<file path="config.mk">
export PLATFORM = sky130hd
export DESIGN_NAME = fpx_status_acc
export DESIGN_NICKNAME = d
export VERILOG_FILES = /design/src/rtl/fpacc_pkg.sv /design/src/rtl/fpx_lane_seq.sv /design/src/rtl/fpx_flag_fold.sv /design/src/rtl/fpx_status_reg.sv /design/src/rtl/fpx_status_acc.sv
export SDC_FILE = /design/constraint.sdc
export NUM_CORES = 1
export LEC_CHECK = 0
export BUFFER_PORTS_ARGS = -buffer_cell sky130_fd_sc_hd__buf_4
export CAP_MARGIN = 15
export CORE_MARGIN = 10
export CORE_UTILIZATION = 41
export DETAILED_ROUTE_END_ITERATION = 10
export GPL_ROUTABILITY_DRIVEN = 0
export MAX_ROUTING_LAYER = met4
export PLACE_DENSITY = 0.78
export SLEW_MARGIN = 20
export SYNTH_ARGS = -nofsm -noshare
export SYNTH_HDL_FRONTEND = slang
export SYNTH_SLANG_ARGS = --single-unit
</file>
<file path="constraint.sdc">
create_clock -name clk -period 1.2 [get_ports clk]
set_input_delay 0.12 -clock clk [delete_from_list [all_inputs] [get_ports clk]]
set_output_delay 0.12 -clock clk [all_outputs]
set_load 0.02 [all_outputs]
</file>
<file path="src/rtl/fpacc_pkg.sv">
package fpacc_pkg;
  localparam int FLAG_W  = 5;
  localparam int CSR_W   = 32;
  localparam int ENA_LSB = 0;
  localparam int STK_LSB = 16;
  localparam int CAU_LSB = 24;

  typedef logic [FLAG_W-1:0] fpflag_t;
endpackage

</file>
<file path="src/rtl/fpx_lane_seq.sv">
module fpx_lane_seq #(
  parameter int VEC_W = 128,
  parameter int SP_W  = 32,
  parameter int DP_W  = 64
) (
  input  logic clk,
  input  logic rst_n,
  input  logic open_i,
  input  logic dbl_i,
  input  logic accept_i,
  input  logic trap_hit_i,
  output logic active_o,
  output logic done_o
);
  localparam int SP_LANES = VEC_W / SP_W;
  localparam int DP_LANES = VEC_W / DP_W;
  localparam int MAX_LANES = (SP_LANES > DP_LANES) ? SP_LANES : DP_LANES;
  localparam int CNT_W = $clog2(MAX_LANES + 1);

  logic [CNT_W-1:0] cnt_q;
  logic [CNT_W-1:0] lim_q;
  logic [CNT_W-1:0] cnt_inc;
  logic             closing;

  assign cnt_inc = cnt_q + CNT_W'(1);
  // the instruction closes on its final lane or on the lane that traps
  assign closing = accept_i && ((cnt_inc == lim_q) || trap_hit_i);

  always_ff @(posedge clk) begin
    if (!rst_n) begin
      active_o <= 1'b0;
      done_o   <= 1'b0;
      cnt_q    <= '0;
      lim_q    <= '0;
    end else begin
      done_o <= 1'b0;
      if (open_i) begin
        active_o <= 1'b1;
        cnt_q    <= '0;
        lim_q    <= dbl_i ? CNT_W'(DP_LANES) : CNT_W'(SP_LANES);
      end else if (accept_i) begin
        cnt_q <= cnt_inc;
        if (closing) begin
          active_o <= 1'b0;
          done_o   <= 1'b1;
        end
      end
    end
  end
endmodule

</file>
<file path="src/rtl/fpx_flag_fold.sv">
module fpx_flag_fold
  import fpacc_pkg::*;
(
  input  fpflag_t raw_i,
  input  fpflag_t mask_i,
  input  fpflag_t en_i,
  input  fpflag_t cause_i,
  input  fpflag_t sticky_i,
  output fpflag_t cause_o,
  output fpflag_t sticky_o,
  output logic    trap_hit_o
);
  fpflag_t eff;
  fpflag_t hit;

  for (genvar b = 0; b < FLAG_W; b++) begin : g_bit
    assign eff[b] = raw_i[b] & ~mask_i[b];
    assign hit[b] = eff[b] & en_i[b];
  end

  assign trap_hit_o = |hit;
  assign cause_o    = cause_i | eff;
  assign sticky_o   = trap_hit_o ? sticky_i : (sticky_i | eff);
endmodule

</file>
<file path="src/rtl/fpx_status_reg.sv">
module fpx_status_reg
  import fpacc_pkg::*;
(
  input  logic             clk,
  input  logic             rst_n,
  input  logic             open_i,
  input  fpflag_t          en_in,
  input  fpflag_t          mask_in,
  input  logic             accept_i,
  input  fpflag_t          cause_nxt,
  input  fpflag_t          sticky_nxt,
  input  logic             trap_hit_i,
  output fpflag_t          en_q,
  output fpflag_t          mask_q,
  output fpflag_t          cause_q,
  output fpflag_t          sticky_q,
  output logic             trap_q,
  output logic [CSR_W-1:0] csr_o
);
  always_ff @(posedge clk) begin
    if (!rst_n) begin
      en_q     <= '0;
      mask_q   <= '0;
      cause_q  <= '0;
      sticky_q <= '0;
      trap_q   <= 1'b0;
    end else if (open_i) begin
      en_q    <= en_in;
      mask_q  <= mask_in;
      cause_q <= '0;
      trap_q  <= 1'b0;
    end else if (accept_i) begin
      cause_q  <= cause_nxt;
      sticky_q <= sticky_nxt;
      if (trap_hit_i) trap_q <= 1'b1;
    end
  end

  always_comb begin
    csr_o = '0;
    csr_o[ENA_LSB +: FLAG_W] = en_q;
    csr_o[STK_LSB +: FLAG_W] = sticky_q;
    csr_o[CAU_LSB +: FLAG_W] = cause_q;
  end
endmodule

</file>
<file path="src/rtl/fpx_status_acc.sv">
module fpx_status_acc
  import fpacc_pkg::*;
#(
  parameter int VEC_W = 128,
  parameter int SP_W  = 32,
  parameter int DP_W  = 64
) (
  input  logic              clk,
  input  logic              rst_n,
  input  logic              insn_start,
  input  logic              insn_computes,
  input  logic              insn_double,
  input  logic [FLAG_W-1:0] insn_mask,
  input  logic [FLAG_W-1:0] insn_enables,
  input  logic              lane_valid,
  output logic              lane_ready,
  input  logic [FLAG_W-1:0] lane_flags,
  output logic [CSR_W-1:0]  csr_o,
  output logic              trap_o,
  output logic              done_o
);
  logic    open_w;
  logic    accept_w;
  logic    active_w;
  logic    trap_hit_w;
  fpflag_t en_w, mask_w, cause_w, sticky_w;
  fpflag_t cause_nxt_w, sticky_nxt_w;

  assign open_w     = insn_start & insn_computes;
  assign lane_ready = active_w & ~trap_o & ~insn_start;
  assign accept_w   = lane_valid & lane_ready;

  fpx_lane_seq #(.VEC_W(VEC_W), .SP_W(SP_W), .DP_W(DP_W)) u_seq (
    .clk        (clk),
    .rst_n      (rst_n),
    .open_i     (open_w),
    .dbl_i      (insn_double),
    .accept_i   (accept_w),
    .trap_hit_i (trap_hit_w),
    .active_o   (active_w),
    .done_o     (done_o)
  );

  fpx_flag_fold u_fold (
    .raw_i      (lane_flags),
    .mask_i     (mask_w),
    .en_i       (en_w),
    .cause_i    (cause_w),
    .sticky_i   (sticky_w),
    .cause_o    (cause_nxt_w),
    .sticky_o   (sticky_nxt_w),
    .trap_hit_o (trap_hit_w)
  );

  fpx_status_reg u_reg (
    .clk        (clk),
    .rst_n      (rst_n),
    .open_i     (open_w),
    .en_in      (insn_enables),
    .mask_in    (insn_mask),
    .accept_i   (accept_w),
    .cause_nxt  (cause_nxt_w),
    .sticky_nxt (sticky_nxt_w),
    .trap_hit_i (trap_hit_w),
    .en_q       (en_w),
    .mask_q     (mask_w),
    .cause_q    (cause_w),
    .sticky_q   (sticky_w),
    .trap_q     (trap_o),
    .csr_o      (csr_o)
  );
endmodule

</file>
==> results of run 1 <==
-- worst min path at each step --
stage	to	slack, ns	cells past startpoint
final	u_reg.mask_q[1]$_SDFFE_PN0P_	0.04	3
after global routing	u_reg.mask_q[1]$_SDFFE_PN0P_	0.02	3
after CTS	u_reg.mask_q[1]$_SDFFE_PN0P_	0.02	3
after detailed placement	u_seq.lim_q[2]$_SDFFE_PN0P_	0.31	2
after global placement	u_seq.lim_q[2]$_SDFFE_PN0P_	0.31	2
after floorplan	u_seq.lim_q[2]$_SDFFE_PN0P_	0.21	1
-- synthesized netlist by cell type (2+ instances only) --
library cell,n,area (µm²)
o21ai_0,2,10.01
nor2b_1,4,25.02
clkbuf_1,3,11.26
nand2_1,30,112.6
nor2_1,9,33.78
buf_4,17,127.6
a21oi_1,7,35.03
dfxtp_1,28,560.5
xnor2_1,2,17.52
nor3_1,5,25.02
a21boi_0,11,82.58
o21a_1,5,37.54
-- report_power, final --
group          switching, W  internal [W]  total, W
clock network      0.000262      0.000130  0.000392
logic              0.000187      0.000158  0.000345
registers         0.0000178      0.000957  0.000974
-- metrics by stage --
stage	power (W)	setup slack [ns]	TNS [ns]	instance area, µm²	hold WS, ns
3_3_place_gp	0.001276	-0.1318	-0.6059	1637	0.3059
3_5_place_dp	0.001284	-0.2016	-0.9381	1637	0.3130
2_1_floorplan	0.001197	-0.1284	-0.4306	1341	0.2102
6_report	0.001711	-0.1943	-1.216	1876	0.03986
5_1_grt	0.001783	-0.2617	-1.938	1876	0.01821
4_1_cts	0.001691	-0.1975	-1.008	1767	0.02390
-- registers in the layout, summed over array words and instances (netlist names) --
signal,flops
u_seq.done_o,1
u_seq.lim_q,2
u_reg.sticky_q,5
u_reg.en_q,5
u_seq.active_o,1
u_seq.cnt_q,3
u_reg.mask_q,5
u_reg.trap_q,1
u_reg.cause_q,5
-- metal layers --
layer	vias up	track usage	routed length (µm)	share of wire
met4	0	0.04536	16	0.0047
li1	545	-	-	-
met5	-	-	0	0
met3	2	0.02628	241	0.071
met1	516	0.1226	1405	0.41
met2	38	0.1971	1731	0.51
-- cells by family (layout without fill, tap and decap cells) --
logic type / after synthesis / after routing / synth area share
multiplexers: 1 / 1 / 0.008016
AO/OA/AOI/OAI: 29 / 29 / 0.1733
buffers and inverters: 23 / 65 / 0.1212
flip-flops: 28 / 28 / 0.4489
adder cells (fa/ha/maj): 1 / 1 / 0.01002
XOR/XNOR: 4 / 4 / 0.03908
other: 1 / 17 / 0.003003
AND/OR/NAND/NOR: 54 / 54 / 0.1964
-- worst reg2reg max path, cell delays in order (launching register included) --
cell and delay (ns):
dfxtp_2 0.36, xnor3_1 0.38, and3_4 0.20, o31ai_4 0.25, o211a_1 0.17
-- what timing repair did --
action	in CTS	in global routing
endpoints found under the setup margin	11	18
setup buffers	2	3
pin swaps	11	4
resized for setup	13	19
endpoints found under the hold margin	1	0
hold buffers	1	0
gates cloned	1	0
-- area by class of cell --
class                           instances  area [µm²]
Fill cell                             221       953.4
Multi-Input combinational cell        106       715.7
Sequential cell                        28       570.5
Timing Repair Buffer                   60       520.5
Tap cell                               31       38.79
Clock buffer                            4       26.28
Inverter                                1       3.754
==> results.sh, run 1 <==
export IMPL_finalSetupViolCount=14
export IMPL_ys_warn_count=0
export IMPL_ys_flop_type="dfxtp_1"
export IMPL_cts_made_buffers=3
export IMPL_grtUsageTotal=0.1136
export IMPL_r2r_start="u_seq.cnt_q[2]$_SDFFE_PP0P_"
export IMPL_fin_crit_sh=1.162
export IMPL_finalClockSkew_ns=0.004396
export IMPL_start_util=0.4414
export IMPL_drive_gt1_frac=0.4523
export IMPL_post_route_drc_count=0
export IMPL_relSlewSlack=0.5405
export IMPL_wl_um=3394
export IMPL_cp_end_kind="register"
export IMPL_rows=19
export IMPL_ys_seq_elements=28
export IMPL_post_synth_instance_area_um2=1249
export IMPL_clk_pin_slew_ns=0.15
export IMPL_cp_data_arrival_time_ns=1.67
export IMPL_syn_instance_count=141
export IMPL_worstSetupPathType="register to register"
export IMPL_ys_types=30
export IMPL_synth_area_per_cell_um2=8.856
export IMPL_pin_count=56
export IMPL_worst_pin_slew_ns=0.6888
export IMPL_hp_class="input port to register"
export IMPL_ir_drop_mv=0.7468
export IMPL_r2r_cells=4
export IMPL_final_common_cell="buf_4"
export IMPL_rsz0062_at_grt="true"
export IMPL_dp_cells=219
export IMPL_cpMaxStageDelayCell="xnor3_1"
export IMPL_synth_edff_count=0
export IMPL_h_tree_depth=1
export IMPL_crit_family="compound AO/OA/AOI/OAI gates"
export IMPL_clk_latency_ns=0.32
export IMPL_fmax_mhz=717.2
export IMPL_crit_path_start_kind="register"
export IMPL_initialDrtViolationCount=21
export IMPL_cts_root_buf="clkbuf_4"
export IMPL_cp_num_cells=4
export IMPL_worstHoldStart="insn_mask[1]"
export IMPL_core_area_um2=2829
export IMPL_dp_hpwl_um=2484
export IMPL_gr_total_overflow=0
export IMPL_die_h_um=75.19
export IMPL_final_max_slew_viol_count=0
export IMPL_fin_crit_ns=1.394
export IMPL_cp_cell_sequence="xnor3_1 -> and3_4 -> o31ai_4 -> o211a_1"
export IMPL_worstSetupEndpoint="u_seq.active_o$_SDFFE_PN0P_"
export IMPL_worstPathMaxFanout=2
export IMPL_n_antenna_cell=0
export IMPL_final_cell_count_no_fill=230
export IMPL_final_cell_mix="buf_4 (50), nand2_1 (26), dfxtp_1 (22)"
export IMPL_cts_tree="built"
export IMPL_area_growth_synth_to_final_pct=50.20
export IMPL_routedWlPerCell_um=14.76
export IMPL_async_flop_share=0
export IMPL_p_leak_nw=0.8358
export IMPL_timing_critical_path_buf_inv=0
export IMPL_cap_violations=0
export IMPL_clkSinkCount=28
export IMPL_port_buffers=38
export IMPL_status="finished, violations left"
export IMPL_grt_start_max_net_pins=20
export IMPL_fin_ws_ns=-0.1943
export IMPL_dieArea_um2=5653
export IMPL_crit_path_start="u_seq.cnt_q[2]$_SDFFE_PP0P_"
export IMPL_violations="setup timing"
export IMPL_yosysSeqAreaShare=0.4489
export IMPL_finalHoldViolations=0
export IMPL_grt_pass1_vias=1116
export IMPL_max_stage_delay_ns=0.38
export IMPL_grt_pass1_wl_um=4864
export IMPL_r2r_slack_ns=-0.19
export IMPL_antenna_found_initial=0
export IMPL_r2r_end="u_seq.active_o$_SDFFE_PN0P_"
export IMPL_powerDensity_nw_per_um2=912.4
export IMPL_vias=1101
export IMPL_cts_buffer_depth=2
export IMPL_cp_required_ns=1.47
export IMPL_fin_nets=222
export IMPL_ant_nets=0
export IMPL_die_width_um=75.19
export IMPL_post_route_util=0.6630
export IMPL_vias_per_cell=4.787
export IMPL_drt_pass1_iterations=4
Note: power is estimated with default switching activity, not from simulation.
==> run 2: changes to the inputs <==
--- a/config.mk
+++ b/config.mk
@@ -5,6 +5,7 @@
 export SDC_FILE = /design/constraint.sdc
 export NUM_CORES = 1
 export LEC_CHECK = 0
+export ABC_CLOCK_PERIOD_IN_PS = 1200
 export BUFFER_PORTS_ARGS = -buffer_cell sky130_fd_sc_hd__buf_4
 export CAP_MARGIN = 15
 export CORE_MARGIN = 10
@@ -13,6 +14,7 @@
 export GPL_ROUTABILITY_DRIVEN = 0
 export MAX_ROUTING_LAYER = met4
 export PLACE_DENSITY = 0.78
+export SKIP_CTS_REPAIR_TIMING = 1
 export SLEW_MARGIN = 20
 export SYNTH_ARGS = -nofsm -noshare
 export SYNTH_HDL_FRONTEND = slang
==> run 2 against run 1 <==
The run still ends with setup timing left. Utilization decreased by 3.0 points. Highest routed layer unchanged. Wire length decreased by 5.1%. Critical path depth unchanged. Final area decreased by 4.5%. Non-clock buffer count decreased by 3. Sequential cell count unchanged. Critical endpoint unchanged. Die area unchanged. Clock-buffer cell count unchanged. Sequential power about the same. Final cell count decreased by 1.3%. Sequential share of layout area increased by 1.4 points.
==> results.sh, run 2 (synthesis gave the netlist of run 1 again) <==
export IMPL_crit_family="compound AO/OA/AOI/OAI gates"
export IMPL_max_stage_delay_ns=0.38
export IMPL_cp_end_kind="register"
export IMPL_netSwitchingFraction=0.2698
export IMPL_cp_data_arrival_time_ns=1.68
export IMPL_final_max_slew_viol_count=0
export IMPL_cpMaxStageDelayCell="xnor3_1"
export IMPL_cp_cell_sequence="xnor3_1 -> and3_4 -> o31ai_4 -> o211a_1"
export IMPL_fin_nets=219
export IMPL_crit_path_start_kind="register"
export IMPL_place_ws_ns=-0.2016
export IMPL_p_sw_w=0.0004555
export IMPL_ir_drop_mv=0.7444
export IMPL_finalHoldViolations=0
export IMPL_ant_nets=0
export IMPL_initialDrtViolationCount=46
export IMPL_timing_critical_path_buf_inv=0
export IMPL_worstSetupPathType="register to register"
export IMPL_post_route_util=0.6329
export IMPL_worst_pin_slew_ns=0.7342
export IMPL_relSlewSlack=0.5103
export IMPL_grtUsageTotal=0.1073
export IMPL_cts_buffer_depth=2
export IMPL_vias=1110
export IMPL_cp_required_ns=1.47
export IMPL_drt_pass1_iterations=4
export IMPL_internal_power_w=0.001232
export IMPL_drive_gt1_frac=0.4133
export IMPL_cts_made_buffers=3
export IMPL_p_comb_frac=0.191
export IMPL_status="finished, violations left"
export IMPL_fin_total_pwr_w=0.001688
export IMPL_grt_start_max_net_pins=20
export IMPL_pwr_share_seq=0.577
export IMPL_dp_hpwl_um=2484
export IMPL_rows=19
export IMPL_clkSinkCount=28
export IMPL_clk_pin_slew_ns=0.14
export IMPL_routedWlPerCell_um=14.19
export IMPL_cts_root_buf="clkbuf_4"
export IMPL_n_antenna_cell=0
export IMPL_vias_per_cell=4.890
export IMPL_fmax_mhz=709.7
export IMPL_cap_violations=0
export IMPL_h_tree_depth=1
export IMPL_p_leak_nw=0.7978
export IMPL_violations="setup timing"
export IMPL_area_growth_synth_to_final_pct=43.39
export IMPL_gr_total_overflow=0
export IMPL_port_buffers=38
export IMPL_fin_crit_ns=1.409
export IMPL_dieArea_um2=5653
export IMPL_fillers=231
export IMPL_fin_ws_ns=-0.2090
export IMPL_pin_count=56
export IMPL_hp_class="input port to register"
export IMPL_finalSetupViolCount=10
export IMPL_final_cell_mix="buf_4 (52), nand2_1 (28), dfxtp_1 (22)"
export IMPL_die_width_um=75.19
export IMPL_power_share_clock=0.232
export IMPL_fin_crit_sh=1.174
export IMPL_wl_um=3221
export IMPL_finalClockSkew_ns=0.001173
export IMPL_powerDensity_nw_per_um2=942.7
export IMPL_clk_latency_ns=0.31
export IMPL_grt_pass1_vias=1076
export IMPL_final_common_cell="buf_4"
export IMPL_worstPathMaxFanout=2
export IMPL_antenna_found_initial=0
export IMPL_post_route_drc_count=0
export IMPL_die_h_um=75.19
export IMPL_rsz0062_at_grt="true"
export IMPL_core_area_um2=2829
export IMPL_start_util=0.4414
export IMPL_cts_tree="built"
export IMPL_grt_pass1_wl_um=4623
==> run 2: cell types whose count changed in the layout (fill, tap and decap cells not counted), sizes merged <==
cell	delta
buf	-4
clkbuf	+1
==> run 2: layout make-up <==
class	instances	area, µm²	share of cell area
multi-input cells	106	683.2	0.3816
flip-flops and latches	28	570.5	0.3187
repair buffers	57	467.9	0.2614
well taps	31	38.79	0.02166
clock buffers	4	26.28	0.01468
inverters	1	3.754	0.002096
==> run 2: final timing paths <==
| check | start | end | slack, ns | cells after the start |
|---|---|---|---|---|
| setup / recovery | u_seq.cnt_q[2]$_SDFFE_PP0P_ | u_seq.active_o$_SDFFE_PN0P_ | -0.21 | 4 |
| hold / removal | insn_mask[1] | u_reg.mask_q[1]$_SDFFE_PN0P_ | 0.04 | 3 |
| setup reg to reg | u_seq.cnt_q[2]$_SDFFE_PP0P_ | u_seq.active_o$_SDFFE_PN0P_ | -0.21 | 4 |
| hold reg to reg | u_reg.mask_q[0]$_SDFFE_PN0P_ | u_reg.mask_q[0]$_SDFFE_PN0P_ | 0.48 | 2 |
==> run 2: metal layers <==
layer / vias up / global-route usage / routed length [µm]
met4: 0 / 0.04124 / 17
met5: - / - / 0
li1: 544 / - / -
met3: 2 / 0.02497 / 250
met1: 520 / 0.1143 / 1355
met2: 44 / 0.1886 / 1598
==> run 2: through the flow <==
step,cells,setup TNS (ns),hold slack (ns),cell area (µm²)
after global routing,227,-1.370,0.01821,1790
after CTS,223,-1.383,-0.04029,1663
after floorplan,157,-0.4306,0.2102,1341
after detailed placement,219,-0.9381,0.3130,1637
final,227,-0.8095,0.03699,1790
after global placement,219,-0.6059,0.3059,1637
==> run 2: worst reg2reg max path, stage by stage (launching register included) <==
cell and delay [ns]:
dfxtp_2 0.36, xnor3_1 0.38, and3_4 0.20, o31ai_4 0.25, o211a_1 0.17
==> run 2: power by group through the flow <==
stage	Sequential, W	Combinational, W	Clock (W)
global placement	0.000992	0.000284	0
floorplan	0.00101	0.000189	0
finish	0.000973	0.000323	0.000392
global route	0.000977	0.000346	0.000435
CTS	0.000973	0.000292	0.000407
detailed placement	0.000993	0.000291	0
==> run 3: changes to the inputs <==
--- a/config.mk
+++ b/config.mk
@@ -5,15 +5,16 @@
 export SDC_FILE = /design/constraint.sdc
 export NUM_CORES = 1
 export LEC_CHECK = 0
+export ABC_AREA = 1
 export ABC_CLOCK_PERIOD_IN_PS = 1200
 export BUFFER_PORTS_ARGS = -buffer_cell sky130_fd_sc_hd__buf_4
 export CAP_MARGIN = 15
 export CORE_MARGIN = 10
-export CORE_UTILIZATION = 41
+export CORE_UTILIZATION = 42
 export DETAILED_ROUTE_END_ITERATION = 10
 export GPL_ROUTABILITY_DRIVEN = 0
 export MAX_ROUTING_LAYER = met4
-export PLACE_DENSITY = 0.78
+export PLACE_DENSITY = 0.79
 export SKIP_CTS_REPAIR_TIMING = 1
 export SLEW_MARGIN = 20
 export SYNTH_ARGS = -nofsm -noshare
==> run 3 against run 2 <==
The flow now finishes without violations. First-iteration DRC count up 43%. Register-to-register slack gained 0.26 ns. Clock skew increased by 0.0027 ns. Die area decreased by 0.24%. Setup slack better by 0.25 ns. Critical path type is now register to output pin.
==> results.sh, run 3 <==
export IMPL_status="completed"
export IMPL_crit_path_start_kind="register"
export IMPL_synth_top_area_frac=0.4396
export IMPL_final_cell_count_no_fill=241
export IMPL_cp_cell_sequence="nand3_1 -> inv_1 -> buf_4"
export IMPL_pin_count=56
export IMPL_cp_data_arrival_time_ns=1.04
export IMPL_cp_end_kind="output pin"
export IMPL_antenna_found_initial=0
export IMPL_post_route_util=0.5781
export IMPL_worstSetupPathType="register to output pin"
export IMPL_grt_start_max_net_pins=23
export IMPL_die_h_um=75.10
export IMPL_yosysMostFrequentCell="dfxtp_1"
export IMPL_final_cell_mix="buf_4 (42), dfxtp_1 (24), nor2_1 (23)"
export IMPL_finalClockSkew_ns=0.003860
export IMPL_fin_crit_sh=0.9633
export IMPL_cts_root_buf="clkbuf_4"
export IMPL_synth_area_per_cell_um2=7.589
export IMPL_wl_um=2919
export IMPL_area_growth_synth_to_final_pct=28.26
export IMPL_fmax_mhz=865.1
export IMPL_fin_ws_ns=0.04400
export IMPL_setup_tns_ns=0
export IMPL_holdWs_ns=0.02545
export IMPL_initialDrtViolationCount=66
export IMPL_final_max_slew_viol_count=0
export IMPL_dieArea_um2=5639
export IMPL_fin_crit_ns=1.156
export IMPL_grt_pass1_wl_um=4781
export IMPL_cap_violations=0
export IMPL_fillers=279
export IMPL_ys_types=23
export IMPL_post_synth_instance_area_um2=1275
export IMPL_syn_instance_count=168
export IMPL_final_common_cell="buf_4"
export IMPL_finalSetupViolCount=0
export IMPL_cts_buffer_depth=2
export IMPL_ys_warn_count=0
export IMPL_post_route_drc_count=0
export IMPL_clk_pin_slew_ns=0.15
export IMPL_ys_seq_elements=28
export IMPL_max_stage_delay_ns=0.43
export IMPL_start_util=0.4507
export IMPL_rsz0062_at_grt="true"
export IMPL_worstHoldStart="insn_mask[0]"
export IMPL_cp_required_ns=1.08
export IMPL_cts_made_buffers=3
export IMPL_dp_cells=236
export IMPL_routedWlPerCell_um=12.11
export IMPL_h_tree_depth=1
export IMPL_regArea_um2=565.5
export IMPL_ant_nets=0
export IMPL_yosysTopAreaCell="dfxtp_1"
export IMPL_powerDensity_nw_per_um2=1175
export IMPL_ir_drop_mv=0.8543
export IMPL_core_area_um2=2829
export IMPL_grtUsageTotal=0.1086
export IMPL_clk_latency_ns=0.33
export IMPL_crit_path_start="u_seq.active_o$_SDFFE_PN0P_"
export IMPL_fin_nets=233
export IMPL_port_buffers=38
export IMPL_r2r_start="u_seq.cnt_q[1]$_SDFFE_PP0P_"
export IMPL_die_width_um=75.10
export IMPL_drive_gt1_frac=0.3095
export IMPL_dp_hpwl_um=2359
export IMPL_synth_area_leaders="dfxtp_1 (44%), buf_4 (10%), a21oi_1 (7.5%), nor2_1 (6.8%), inv_1 (6.5%)"
export IMPL_yosysSeqAreaShare=0.4396
export IMPL_multi_input_area_um2=541.8
export IMPL_drt_pass1_iterations=4
export IMPL_cpMaxStageDelayCell="dfxtp_1"
export IMPL_grt_pass1_vias=1108
export IMPL_synth_common_cells="dfxtp_1 (28), nor2_1 (23), inv_1 (22)"
export IMPL_rows=19
export IMPL_n_antenna_cell=0
export IMPL_finalHoldViolations=0
export IMPL_p_leak_nw=0.7686
export IMPL_worstPathMaxFanout=3
export IMPL_ys_flop_type="dfxtp_1"
export IMPL_cts_tree="built"
export IMPL_synth_edff_count=0
export IMPL_vias=1116
export IMPL_vias_per_cell=4.631
export IMPL_clkSinkCount=28
export IMPL_place_ws_ns=0.02407
export IMPL_hp_class="input port to register"
export IMPL_gr_total_overflow=0
export IMPL_async_flop_share=0
[run 3: final timing paths]
path / endpoint / slack [ns] / cells past startpoint
worst max-delay path: lane_ready / 0.04 / 3
worst min-delay path: u_reg.mask_q[0]$_SDFFE_PN0P_ / 0.03 / 3
worst max register to register: u_seq.active_o$_SDFFE_PN0P_ / 0.05 / 8
worst min register to register: u_reg.sticky_q[1]$_SDFFE_PN0P_ / 0.46 / 2
[run 3: metrics by stage]
step	instance area (µm²)	power, W
2_1_floorplan	1335	0.001237
4_1_cts	1602	0.001933
3_3_place_gp	1549	0.001310
5_1_grt	1635	0.002008
3_5_place_dp	1549	0.001314
6_report	1635	0.001921
[run 3: report_power, final]
part           switching (W)  total [W]  internal, W
Combinational       0.000189   0.000310     0.000121
Clock               0.000282   0.000620     0.000338
Sequential         0.0000238   0.000991     0.000967
[run 3: worst max-delay path, delay by kind of cell, from the launching register on]
| kind | cells | cell delay, ns |
|---|---|---|
| buffers and inverters | 2 | 0.18 |
| and+or+nand+nor | 1 | 0.09 |
| DFF | 1 | 0.43 |
[run 3: cell families (layout without fill, tap and decap cells)]
family | after synthesis | count (layout) | share of synthesized area
flops | 28 | 28 | 0.4396
buf+inv | 48 | 74 | 0.1992
simple gates | 54 | 54 | 0.1992
fa+ha+maj | 1 | 1 | 0.009812
other cells | 1 | 17 | 0.002941
compound gates | 36 | 36 | 0.1492
[run 3: layout make-up]
type | instances | area share
clock buffers | 3 | 0.01377
clock inverters | 1 | 0.01836
inverters | 27 | 0.06197
multi-input cells | 108 | 0.3313
flip-flops and latches | 28 | 0.3458
well taps | 31 | 0.02372
repair buffers | 43 | 0.2050
[run 3: per-layer routing]
metal,vias to the layer above,GRT usage,share of wire
met2,49,0.1686,0.44
li1,585,-,-
met5,-,-,0
met1,480,0.1270,0.45
met4,0,0.03782,0.012
met3,2,0.03811,0.099
